**config.mk**
```make
export PLATFORM = sky130hd
export DESIGN_NAME = pkt_byte_codec
export DESIGN_NICKNAME = d
export VERILOG_FILES = /design/src/rtl/pbc_pkg.sv /design/src/rtl/pbc_unstuff.sv /design/src/rtl/pbc_stuff.sv /design/src/rtl/pkt_byte_codec.sv
export SDC_FILE = /design/constraint.sdc
export NUM_CORES = 1
export LEC_CHECK = 0
export ABC_AREA = 1
export CAP_MARGIN = 20
export CORE_UTILIZATION = 54
export DETAILED_ROUTE_END_ITERATION = 6
export DONT_BUFFER_PORTS = 1
export PLACE_DENSITY = 0.69
export SLEW_MARGIN = 20
export SYNTH_ARGS = -nofsm -noshare
export SYNTH_HDL_FRONTEND = slang
export SYNTH_SLANG_ARGS = --single-unit
```
**constraint.sdc**
```tcl
create_clock -name clk -period 2.7 [get_ports clk]
set_clock_uncertainty 0.2 [all_clocks]
set_input_delay 0.135 -clock clk [delete_from_list [all_inputs] [get_ports clk]]
set_output_delay 0.135 -clock clk [all_outputs]
set_load 0.02 [all_outputs]
```
**src/rtl/pbc_pkg.sv**
```systemverilog
package pbc_pkg;

    localparam int BYTE_W = 8;
    typedef logic [BYTE_W-1:0] byte_t;

    // reserved symbols; the range check in is_reserved relies on them being contiguous
    localparam byte_t SYM_SOP  = 8'h7A;
    localparam byte_t SYM_EOP  = 8'h7B;
    localparam byte_t SYM_CHN  = 8'h7C;
    localparam byte_t SYM_ESC  = 8'h7D;
    localparam byte_t ESC_FLIP = 8'h20;

    // emission stages of the stuffer, in wire order
    localparam int N_STAGE = 7;
    localparam int STG_W   = $clog2(N_STAGE);
    typedef logic [STG_W-1:0] stage_t;
    localparam stage_t STG_CMARK = 3'd0;
    localparam stage_t STG_CESC  = 3'd1;
    localparam stage_t STG_CVAL  = 3'd2;
    localparam stage_t STG_SOPM  = 3'd3;
    localparam stage_t STG_EOPM  = 3'd4;
    localparam stage_t STG_DESC  = 3'd5;
    localparam stage_t STG_DATA  = 3'd6;

    typedef struct packed {
        byte_t data;
        logic  sop;
        logic  eop;
        byte_t chan;
    } beat_t;

    function automatic logic is_reserved(byte_t b);
        return (b >= SYM_SOP) && (b <= SYM_ESC);
    endfunction

    function automatic byte_t flip(byte_t b);
        return b ^ ESC_FLIP;
    endfunction

endpackage

```
**src/rtl/pbc_unstuff.sv**
```systemverilog
module pbc_unstuff
    import pbc_pkg::*;
(
    input  logic  clk,
    input  logic  rst,
    input  logic  in_valid,
    input  byte_t in_data,
    output logic  in_ready,
    output logic  out_valid,
    output beat_t out_beat,
    input  logic  out_ready
);

    logic  esc_q, sop_q, eop_q, chn_q;
    byte_t chan_q;

    logic  literal, take_chan, is_beat, fire;
    byte_t value;

    always_comb begin
        literal   = esc_q || !is_reserved(in_data);
        take_chan = literal && chn_q;
        is_beat   = literal && !chn_q;
        value     = esc_q ? flip(in_data) : in_data;
        out_valid = in_valid && is_beat && !rst;
        in_ready  = !rst && (is_beat ? out_ready : 1'b1);
        fire      = in_valid && in_ready;
        out_beat  = '{data: value, sop: sop_q, eop: eop_q, chan: chan_q};
    end

    always_ff @(posedge clk) begin
        if (rst) begin
            esc_q  <= 1'b0;
            sop_q  <= 1'b0;
            eop_q  <= 1'b0;
            chn_q  <= 1'b0;
            chan_q <= '0;
        end else if (fire) begin
            if (is_beat) begin
                esc_q <= 1'b0;
                sop_q <= 1'b0;
                eop_q <= 1'b0;
            end else if (take_chan) begin
                chan_q <= value;
                chn_q  <= 1'b0;
                esc_q  <= 1'b0;
            end else begin
                unique case (in_data)
                    SYM_ESC: esc_q <= 1'b1;
                    SYM_SOP: sop_q <= 1'b1;
                    SYM_EOP: eop_q <= 1'b1;
                    default: chn_q <= 1'b1;
                endcase
            end
        end
    end

    // an unescaped beat can never carry a reserved value
    p_plain_beat_r1: assert property (@(posedge clk) disable iff (rst)
        (out_valid && !esc_q) |-> !is_reserved(out_beat.data));

    // a marker is swallowed at once and never becomes a beat
    p_marker_swallowed_r5: assert property (@(posedge clk) disable iff (rst)
        (in_valid && !esc_q && is_reserved(in_data)) |-> (in_ready && !out_valid));

endmodule

```
**src/rtl/pbc_stuff.sv**
```systemverilog
module pbc_stuff
    import pbc_pkg::*;
(
    input  logic  clk,
    input  logic  rst,
    input  logic  in_valid,
    input  beat_t in_beat,
    output logic  in_ready,
    output logic  out_valid,
    output byte_t out_data,
    input  logic  out_ready
);

    stage_t ph_q, cur;
    byte_t  last_ch_q;
    logic   in_pkt_q;

    logic               need_ch, hs;
    logic [N_STAGE-1:0] app;

    always_comb begin
        need_ch        = in_beat.sop || (in_pkt_q && (in_beat.chan != last_ch_q));
        app            = '0;
        app[STG_CMARK] = need_ch;
        app[STG_CESC]  = need_ch && is_reserved(in_beat.chan);
        app[STG_CVAL]  = need_ch;
        app[STG_SOPM]  = in_beat.sop;
        app[STG_EOPM]  = in_beat.eop;
        app[STG_DESC]  = is_reserved(in_beat.data);
        app[STG_DATA]  = 1'b1;
        // first applicable stage at or after the current phase
        cur = STG_DATA;
        for (int s = N_STAGE - 1; s >= 0; s--) begin
            if ((stage_t'(s) >= ph_q) && app[s]) cur = stage_t'(s);
        end
    end

    always_comb begin
        unique case (cur)
            STG_CMARK: out_data = SYM_CHN;
            STG_CESC:  out_data = SYM_ESC;
            STG_CVAL:  out_data = is_reserved(in_beat.chan) ? flip(in_beat.chan) : in_beat.chan;
            STG_SOPM:  out_data = SYM_SOP;
            STG_EOPM:  out_data = SYM_EOP;
            STG_DESC:  out_data = SYM_ESC;
            default:   out_data = is_reserved(in_beat.data) ? flip(in_beat.data) : in_beat.data;
        endcase
        out_valid = in_valid && !rst;
        hs        = out_valid && out_ready;
        in_ready  = hs && (cur == STG_DATA);
    end

    always_ff @(posedge clk) begin
        if (rst) begin
            ph_q      <= STG_CMARK;
            last_ch_q <= '0;
            in_pkt_q  <= 1'b0;
        end else if (hs) begin
            if (cur == STG_DATA) begin
                ph_q      <= STG_CMARK;
                last_ch_q <= in_beat.chan;
                if (in_beat.eop)      in_pkt_q <= 1'b0;
                else if (in_beat.sop) in_pkt_q <= 1'b1;
            end else begin
                ph_q <= stage_t'(cur + stage_t'(1));
            end
        end
    end

    // the beat is taken only with a completed byte handshake
    p_ready_on_send_r10: assert property (@(posedge clk) disable iff (rst)
        in_ready |-> (out_valid && out_ready));

    // a stalled byte keeps its value
    p_stall_hold_r10: assert property (@(posedge clk) disable iff (rst)
        (out_valid && !out_ready) |=> (out_valid && $stable(out_data)));

    // the byte after an escape prefix is never reserved
    p_escape_follow_r9: assert property (@(posedge clk) disable iff (rst)
        ($past(out_valid && out_ready && (out_data == SYM_ESC)) && out_valid)
            |-> !is_reserved(out_data));

endmodule

```
**src/rtl/pkt_byte_codec.sv**
```systemverilog
module pkt_byte_codec
    import pbc_pkg::*;
(
    input  logic       clk,
    input  logic       rst,
    input  logic       dec_in_valid,
    input  logic [7:0] dec_in_data,
    output logic       dec_in_ready,
    output logic       dec_out_valid,
    output logic [7:0] dec_out_data,
    output logic       dec_out_sop,
    output logic       dec_out_eop,
    output logic [7:0] dec_out_chan,
    input  logic       dec_out_ready,
    input  logic       enc_in_valid,
    input  logic [7:0] enc_in_data,
    input  logic       enc_in_sop,
    input  logic       enc_in_eop,
    input  logic [7:0] enc_in_chan,
    output logic       enc_in_ready,
    output logic       enc_out_valid,
    output logic [7:0] enc_out_data,
    input  logic       enc_out_ready
);

    beat_t dec_beat, enc_beat;

    assign enc_beat = '{data: enc_in_data, sop: enc_in_sop, eop: enc_in_eop, chan: enc_in_chan};

    pbc_unstuff u_unstuff (
        .clk      (clk),
        .rst      (rst),
        .in_valid (dec_in_valid),
        .in_data  (dec_in_data),
        .in_ready (dec_in_ready),
        .out_valid(dec_out_valid),
        .out_beat (dec_beat),
        .out_ready(dec_out_ready)
    );

    assign dec_out_data = dec_beat.data;
    assign dec_out_sop  = dec_beat.sop;
    assign dec_out_eop  = dec_beat.eop;
    assign dec_out_chan = dec_beat.chan;

    pbc_stuff u_stuff (
        .clk      (clk),
        .rst      (rst),
        .in_valid (enc_in_valid),
        .in_beat  (enc_beat),
        .in_ready (enc_in_ready),
        .out_valid(enc_out_valid),
        .out_data (enc_out_data),
        .out_ready(enc_out_ready)
    );

endmodule

```
Word-level counts from Yosys, hierarchy flattened
Cells that the tools add are included.
{ "op_classes": {"addsub": 1, "order_cmp": 12, "n_eq_ne": 12, "n_mux": 25, "bitwise_logic": 4, "reduce_logical": 39} }
{ "op_table": {"columns": ["cell", "count"], "rows": [
  ["8-bit one-hot mux with 5 select lines", 1],
  ["8-bit by 7-bit == test with 1-bit output (second input constant)", 3],
  ["8-bit by 7-bit greater-or-equal comparator with 1-bit output (second input constant)", 3],
  ["8-bit by 7-bit <= comparator with 1-bit output (second input constant)", 3],
  ["1-bit logical AND", 20],
  ["3-bit two-way mux", 6],
  ["6-bit two-way mux", 3],
  ["3-bit AND reduction", 5],
  ["1-bit two-way mux", 14],
  ["3-bit == test (second input constant)", 3],
  ["8-bit != test", 1],
  ["3-bit by 2-bit == test with 1-bit output (second input constant)", 2],
  ["1-bit by 3-bit greater-or-equal comparator with 1-bit output (first input constant)", 2],
  ["2-bit by 3-bit greater-or-equal comparator with 1-bit output (first input constant)", 2],
  ["3-bit greater-or-equal comparator (first input constant)", 2],
  ["2-bit nonzero test", 3],
  ["1-bit inverter", 4],
  ["2-bit AND reduction", 2],
  ["3-bit by 1-bit adder with 3-bit output (second input constant)", 1],
  ["3-bit by 1-bit == test with 1-bit output (second input constant)", 1],
  ["1-bit logical NOT", 3],
  ["3-bit logical NOT", 1],
  ["3-bit nonzero test", 1],
  ["3-bit OR reduction", 1],
  ["other kinds (5)", 6]
]} }
{ "totals": {"ff_bits": 24, "in_bits": 32, "output_inout_bits": 30, "elab_cells": 101} }

Depth between registers and ports, before layout
Gate-level depths: netlist of run 1.
{ "depth": {"word_depth": 12, "depth_mapped": 18, "ltp_nobuf": 18} }

Cells and area by module
Synthesis of run 1 repeated with hierarchy kept, for this count alone.
{ "unflattened": {"hier_cells": 305, "hier_area_um2": 1856.8} }
{ "by_module_without_submodules": {"columns": ["module", "instances", "cells_per_inst", "area_per_inst_um2", "seq_area_each_um2"], "rows": [
  ["pbc_stuff", 1, 186, 1091.0, 240.2],
  ["pbc_unstuff", 1, 119, 765.7, 240.2]
]} }

Least setup slack after synthesis of run 1
OpenSTA, ideal clock, no wires.
{ "synth_path": {"path_type": "register to output", "from": "register u_stuff.last_ch_q[4]", "to": "output enc_out_data[0]", "t_arrival_ns": 1.902, "t_required_ns": 2.365, "slack_ns": 0.463, "path_stages_with_launch": 15, "n_path_buf": 0, "cell_sequence": "dfxtp_1 -> xnor2_1 -> nand2_1 -> nor2_1 -> nand2_1 -> nand2_1 -> nand2_2 -> nand3_1 -> nand2_2 -> nand2_1 -> nor2_1 -> ha_1 -> nor2_1 -> nand4_1 -> nand2_1"} }
{ "synth_via": {"elab_chain_cells": 10, "elab_cells_between_ends": 18, "cone_classes": "6 x eq/ne; 4 x mux; 8 x reduce/logical"} }
{ "synth_rtl": {"columns": ["item", "line", "source"], "rows": [
  ["start: declaration", "pbc_stuff.sv:15", "byte_t last_ch_q;"],
  ["start signal: assignment", "pbc_stuff.sv:61", "last_ch_q <= in_beat.chan;"],
  ["8-bit != test (*)", "pbc_stuff.sv:22", "need_ch = in_beat.sop || (in_pkt_q && (in_beat.chan != last_ch_q));"],
  ["1-bit logical AND (*)", "pbc_stuff.sv:22", null],
  ["1-bit logical OR (*)", "pbc_stuff.sv:22", null],
  ["1-bit logical AND, on equally long branches", "pbc_stuff.sv:34, pbc_stuff.sv:25", null],
  ["3-bit two-way mux or 1-bit logical AND (tied branches)", "pbc_stuff.sv:34", "if ((stage_t'(s) >= ph_q) && app[s]) cur = stage_t'(s);"],
  ["3-bit two-way mux", "pbc_stuff.sv:34", null],
  ["3-bit two-way mux (*)", "pbc_stuff.sv:34", null],
  ["3-bit by 1-bit == test with 1-bit output or 3-bit == test (tied branches)", "pbc_stuff.sv:39", "unique case (cur)"],
  ["2-bit OR reduction (no source line)", null, null],
  ["8-bit one-hot mux with 5 select lines (*)", "pbc_stuff.sv:39", null],
  ["end: declaration", "pkt_byte_codec.sv:22", "output logic [7:0] enc_out_data,"]
]} }
Every way passes the cells marked *; elsewhere a longest branch is shown, timed or not.

Worst setup path after layout of run 1
{ "layout_path": {"from": "register u_stuff.last_ch_q[2]", "to": "output enc_out_data[3]"} }
The elaborated chain is that of the path after synthesis.

==> impl_metrics.csv, run 1 <==
group,metric,value,unit
die,die_area,3470,um^2
grt,antenna_violations_before_repair,0,
critical_path,crit_fanout,8,
synth,syn-mean-instance-area,5.89,um^2
route,residual_antenna_violating_net_count_after_detailed_routing,0,
grt,grt_max_degree,22,
critical_path,critical_path.max_stage_delay,0.35,ns
route,wl_met1,1.90,mm
die,placementRows,20,
synth,net_count_after_synthesis,330,
critical_path,crit_path_end_kind,"output pin",
route,avgViaCountPerCell,4.91,
cts,ctsLongestPathBuffers,2,
synth,post-synth-top-area-cell,"dfxtp_1",
grt,grt_first_pass_wirelength,6.44,mm
cells_and_area,final_core_utilization,71.2,%
timing,finalSetupViolations,0,
route,routed_wirelength_normalized_by_instance_count,11.2,um
cts,htree_depth,1,
placement,place_congestion,0.901,
synth,syn_inst,297,
power,peakVddDrop,0.000316,V
synth,ys_warn_count,0,
grt,grtUsageTotal,24.0,%
cts,worst_skew_pair.late_latency,0.31,ns
timing,totalNegativeSetupSlack,0,ns
synth,synth.ff_latch_count,24,
timing,highest_clock_rate,0.387,GHz
route,postRouteWirelength,4.07,mm
cts,cts_num_sinks,24,
placement,io_buffers,0,
die,io-pin-count,62,
critical_path,critical_path.slowest_cell,"dfxtp_2",
die,floorplan.die.height,58.9,um
critical_path,worstPathArrival,2.25,ns
timing,max_slew.worst_pin.slew,0.518,ns
route,drt-pass1-iter-count,4,
route,highest_layer,"met4",
timing,period_needed,2.58,ns
critical_path,timing_worst_setup_path_type,"flip-flop to output pin",
synth,yosysTopAreaCellShare,27.5,%
timing,finalHoldWorstSlack,-0.0116,ns
route,detailedRoute.firstIterationViolations,58,
cts,cts_root_buf,"clkbuf_4",
synth,yosys.cell_types.count,29,
die,initial_utilization,57.3,%
grt,grt-ovfl-total,0,
grt,first_global_vias,1592,
critical_path,crit_required,2.37,ns
synth,syn-cell-area,1750,um^2
critical_path,worstSetupStartpointType,"flip-flop",
timing,report.final.hold_viol_count,1,
timing,finalWorstSetupSlack,0.116,ns
flow_run,max_cap_violations,0,
cells_and_area,finalNetCount,352,
placement,dpl.cell_count,332,
timing,slew_viol_final,0,
placement,detailedPlace.worstSlack,0.138,ns
outcome,failed_checks,"hold timing",
timing,rsz_0062_raised_after_global_routing,"yes",
route,wl_met3,162,um
route,drc,0,
power,p_per_area,385,nW/um^2
timing,min_period_over_period,95.7,%
synth,post_synth_main_area_contributors,"dfxtp_1 (27%), nand2_1 (21%), nor2_1 (11%), inv_1 (9.4%), nand4_1 (4.6%)",
min_path,min-delay-path-class,"primary input to flip-flop",
timing,max_slew_margin,65.4,%
cells_and_area,flow.area_growth_from_synthesis,24.3,%
route,route.vias.total,1779,
synth,share_of_synthesized_area_occupied_by_flip_flops_and_latches,27.5,%
outcome,status,"complete, but fails checks",
critical_path,crit_path_cell_chain,"xnor2_1, nand2_1, nor2_1, nand2_1, nand2_1, nand2_2, nand3_2, nand2_4, nand2_2, nor2_4, ha_4, nor2_4, nand4_1, nand2_2",
route,route.met2.wl,1.99,mm
cts,path_clk_slew,0.13,ns
placement,hpwlAfterDp,2.82,mm
cts,tritoncts_clock_tree,"done",
die,die_width,58.9,um
power,cellLeakagePower,1.06,nW
cells_and_area,final_standard_cell_count_with_taps_included_and_fillers_excluded,362,
cells_and_area,insertedDiodeCount,0,
cells_and_area,layout-drive-gt1-share,17.9,%
cts,cts_buffer_count,3,
die,core_region_area,3050,um^2
## worst paths after layout
check                                     startpoint  slack [ns]          endpoint  cells after the start
worst min register to register       u_unstuff.esc_q        0.29   u_unstuff.esc_q                      2
worst max register to register  u_stuff.last_ch_q[2]        0.21  u_stuff.in_pkt_q                     14
worst min-delay path                  dec_in_data[7]       -0.01   u_unstuff.eop_q                      5
worst max-delay path            u_stuff.last_ch_q[2]        0.12   enc_out_data[3]                     14
## synth_stat cells, drive strengths merged
master / n
nor2: 52
and2: 1
o21bai: 2
xor2: 2
inv: 46
nor4: 1
ha: 1
o21a: 1
clkbuf: 2
o21ai: 4
nand3: 9
nand2: 106
dfxtp: 24
nor3: 3
buf: 9
xnor2: 5
a21oi: 14
o211ai: 1
nand4: 14
## worst max-delay path: cells and delay by family, from the launching register on
family        cells  cell delay (ns)
simple gates     12             1.25
flops             1             0.35
fa+ha+maj         1             0.17
xor+xnor          1             0.15
## cells by family after synthesis
| kind of cell | after synthesis | share of synthesized area [%] |
|---|---|---|
| DFF | 24 | 27.5 |
| xor gates and xnor gates | 7 | 3.51 |
| and+or+nand+nor | 186 | 46.6 |
| AOI/OAI and AO/OA | 22 | 7.08 |
| buffers and inverters | 57 | 14.6 |
| adders and majority gates | 1 | 0.715 |
## area by class of cell
cell class | instances | area [um^2]
Tap cell | 44 | 55.1
Fill cell | 282 | 878
Sequential cell | 24 | 490
Inverter | 46 | 175
Clock buffer | 4 | 36.3
Multi-Input combinational cell | 216 | 1150
Timing Repair Buffer | 28 | 265
## per-stage QoR
stage | area (um^2) | power, mW
after floorplan | 1750 | 0.572
after global placement | 1740 | 0.583
after detailed placement | 1740 | 0.585
after CTS | 2020 | 0.813
after global routing | 2170 | 0.888
final | 2170 | 0.837
## metal layers
metal  vias to the layer above  track usage, %
li1                        950               -
met1                       794            30.0
met2                        33            41.4
met3                         2            7.03
met4                         0            4.08
met5                         -               0
## registers in the layout (all words and copies together), names as in the netlist
signal and cells:
u_stuff.last_ch_q 8, u_unstuff.chan_q 8, u_unstuff.esc_q 1, u_stuff.in_pkt_q 1, u_unstuff.chn_q 1, u_unstuff.eop_q 1
u_unstuff.sop_q 1, u_stuff.ph_q 3
## power breakdown
group          total, mW  switching [mW]  internal [mW]
clock              0.188           0.106         0.0823
combinational      0.278           0.177          0.102
sequential         0.371         0.00849          0.362
## placed cells by master, fill, tap and decap left out, types with 2 or more instances in the layout
cell / instances
nor3_1: 3
nor2_4: 3
o21ai_0: 3
nor2_2: 3
clkbuf_4: 3
nand2_1: 87
nand4_1: 13
a21oi_1: 14
xor2_1: 2
dfxtp_1: 16
xnor2_2: 4
nand2_2: 13
dfxtp_2: 8
buf_4: 6
inv_1: 43
nor2_1: 45
nand2_4: 6
inv_2: 2
nand3_1: 7
dlygate4sd3_1: 22
## what timing repair did
item                       CTS  global route
pin swaps                    1            16
setup endpoints to repair    8             9
gates cloned                 0             0
hold buffers                22             0
hold endpoints to repair    24             0
buffers inserted             0             4
gates resized for setup     11            34
Note: power is estimated with default switching activity, not from simulation.
==> run 2, diff against run 1 <==
--- a/config.mk
+++ b/config.mk
@@ -5,7 +5,6 @@
 export SDC_FILE = /design/constraint.sdc
 export NUM_CORES = 1
 export LEC_CHECK = 0
-export ABC_AREA = 1
 export CAP_MARGIN = 20
 export CORE_UTILIZATION = 54
 export DETAILED_ROUTE_END_ITERATION = 6
==> impl_metrics.csv, run 2 <==
group,metric,value,unit
outcome,status,"complete, but fails checks",
outcome,failed_checks,"DRC",
die,initial_utilization,58.2,%
power,p_per_area,398,nW/um^2
min_path,min-delay-path-class,"primary input to flip-flop",
synth,syn-mean-instance-area,8.16,um^2
timing,max_slew_margin,42.5,%
die,placementRows,19,
grt,antenna_violations_before_repair,0,
route,drt-pass1-iter-count,6,
synth,synth-edff-count,0,
cells_and_area,insertedDiodeCount,0,
die,die_width,57.0,um
critical_path,critical_path.top_delay_family,"compound AO/OA/AOI/OAI gates",
synth,post-synth-top-area-cell,"dfxtp_1",
cells_and_area,seqCellArea,482,um^2
grt,grtUsageTotal,25.1,%
critical_path,reg2reg_from,"u_unstuff.esc_q",
grt,grt_first_pass_wirelength,6.51,mm
placement,place_congestion,0.924,
cts,cts_root_buf,"clkbuf_4",
critical_path,crit_fanout,9,
cells_and_area,flow.area_growth_from_synthesis,20.7,%
synth,ys_warn_count,0,
cells_and_area,layout.cells.most_common_list,"nor2_1 (30), dlygate4sd3_1 (23), dfxtp_1 (23)",
route,detailedRoute.firstIterationViolations,77,
cells_and_area,final_common_cell,"nor2_1",
synth,yosys.cell_types.count,50,
synth,share_of_synthesized_area_occupied_by_flip_flops_and_latches,29.4,%
power,cellLeakagePower,0.708,nW
cells_and_area,final_core_utilization,70.2,%
critical_path,crit_path_end_kind,"output pin",
synth,yosysTopAreaCellShare,29.4,%
route,postRouteWirelength,4.19,mm
critical_path,crit_required,2.37,ns
cells_and_area,finalNetCount,249,
timing,min_period_over_period,96.3,%
die,core_region_area,2810,um^2
cts,worst_skew_pair.late_latency,0.31,ns
die,die_area,3250,um^2
timing,slew_viol_final,0,
power,peakVddDrop,0.000265,V
critical_path,crit_path_cell_chain,"xnor2_2, nand4_1, o21a_2, o221a_4, a32o_1, or3_4",
timing,period_needed,2.60,ns
cts,htree_depth,1,
critical_path,worstSetupStartpointType,"flip-flop",
route,avgViaCountPerCell,6.37,
cells_and_area,multi_input_area,1120,um^2
route,route.vias.total,1568,
cts,ctsLongestPathBuffers,2,
timing,highest_clock_rate,0.384,GHz
critical_path,timing_worst_setup_path_type,"flip-flop to output pin",
grt,first_global_vias,1522,
route,routed_wirelength_normalized_by_instance_count,17.0,um
cells_and_area,final_standard_cell_count_with_taps_included_and_fillers_excluded,246,
placement,placed_area,1600,um^2
synth,post_synth_main_area_contributors,"dfxtp_1 (29%), mux2i_1 (9.8%), nor2_1 (6.9%), xnor2_1 (5.9%), buf_4 (3.2%)",
grt,grt_max_degree,25,
placement,dpl.cell_count,217,
cts,cts_buffer_count,3,
flow_run,max_cap_violations,0,
grt,grt-ovfl-total,0,
synth,asyncSetResetFlopFracSynth,0,%
cells_and_area,layout-drive-gt1-share,14.0,%
cells_and_area,largest_registers,"u_stuff.last_ch_q (8), u_unstuff.chan_q (8), u_stuff.ph_q (3)",
synth,synthTopCellsByCount,"nor2_1 (30), dfxtp_1 (24), mux2i_1 (16)",
route,residual_antenna_violating_net_count_after_detailed_routing,0,
synth,synth.most_common_cell,"nor2_1",
synth,syn_inst,200,
critical_path,crit_buf_inv,0,
timing,report.final.hold_viol_count,0,
synth,synth.ff_latch_count,24,
placement,io_buffers,0,
synth,syn-cell-area,1630,um^2
cts,tritoncts_clock_tree,"done",
cells_and_area,nFillCells,232,
die,floorplan.die.height,57.0,um
route,drc,4,
critical_path,critical_path.max_stage_delay,0.37,ns
cts,cts_num_sinks,24,
timing,max_slew.worst_pin.slew,0.851,ns
timing,finalSetupViolations,0,
die,io-pin-count,62,
synth,net_count_after_synthesis,233,
min_path,min-delay-start,"dec_in_data[5]",
critical_path,worstPathArrival,2.27,ns
cells_and_area,final_area,1970,um^2
cts,path_clk_slew,0.12,ns
critical_path,critical_path.slowest_cell,"or3_4",
synth,dominantRegCellSynth,"dfxtp_1",
critical_path,timing.critical_path.from,"u_stuff.last_ch_q[6]",
placement,hpwlAfterDp,2.90,mm
run 2: changes by cell type after synthesis, sizes merged, moves of 6 or more:
| cell | before | now |
|---|---|---|
| inv | 46 | 4 |
| or3 | 0 | 7 |
| a21oi | 14 | 5 |
| nand4 | 14 | 3 |
| nor2 | 52 | 30 |
| o21ai | 4 | 10 |
| xnor2 | 5 | 11 |
| nand2 | 106 | 7 |
| nor2b | 0 | 6 |
| mux2i | 0 | 16 |
| nand3 | 9 | 1 |
run 2: worst paths after layout:
check                           cells after the start                   to  slack (ns)
worst max-delay path                                6      enc_out_data[5]         0.1
worst min-delay path                                3  u_unstuff.chan_q[5]       0.006
worst max register to register                      6      u_unstuff.sop_q        0.29
worst min register to register                      2     u_stuff.in_pkt_q        0.32
run 2: cells by family (layout without fill, tap and decap cells):
kind of cell | after synthesis | count (layout) | share of synthesized area (%)
AO/OA/AOI/OAI | 49 | 49 | 22.3
XOR/XNOR | 12 | 12 | 6.44
adder cells (fa/ha/maj) | 1 | 1 | 0.767
buffers and inverters | 22 | 37 | 7.36
flip-flops | 24 | 24 | 29.4
multiplexers | 16 | 16 | 9.82
AND/OR/NAND/NOR | 76 | 76 | 23.9
run 2: where the power goes:
group,switching (mW),internal (mW)
sequential,0.0143,0.362
combinational,0.120,0.104
clock,0.101,0.0822
run 2: cell type report:
class / count / area share (%)
Inverter: 4 / 0.762
Tap cell: 31 / 1.97
Clock buffer: 4 / 1.84
Multi-Input combinational cell: 154 / 56.9
Sequential cell: 24 / 24.5
Timing Repair Buffer: 29 / 14.0
run 2: worst reg2reg max path, cell delays in order, from the launching register on:
cell and delay, ns:
dfxtp_1 0.38, o41ai_1 0.82, nor2_1 0.08, nand2_1 0.12
a22oi_1 0.09, dlygate4sd3_1 0.58, nor2_1 0.09
run 2: per-layer routing:
layer | wire (um) | GRT usage, %
met3 | 244 | 4.99
met4 | 91 | 9.06
met5 | 0 | 0
met2 | 2240 | 50.1
met1 | 1620 | 25.5
run 2: per-stage QoR:
stage | hold WS (ns) | TNS (ns) | total power [mW] | worst slack [ns]
2_1_floorplan | 0.0316 | 0 | 0.547 | 0.490
3_3_place_gp | 0.0101 | 0 | 0.543 | 0.417
3_5_place_dp | 0.0117 | 0 | 0.547 | 0.358
4_1_cts | 0.00283 | 0 | 0.760 | 0.0112
5_1_grt | 0.00393 | -0.00446 | 0.822 | -0.00446
6_report | 0.00623 | 0 | 0.784 | 0.0989
run 2: timing repair:
item                                    4_1_cts  5_1_grt
pin swaps                                     0        7
hold buffers                                 23        1
buffers inserted                              0        1
gates cloned                                  0        1
gates resized for setup                       1       19
endpoints found under the hold margin        24        1
endpoints found under the setup margin        1        9
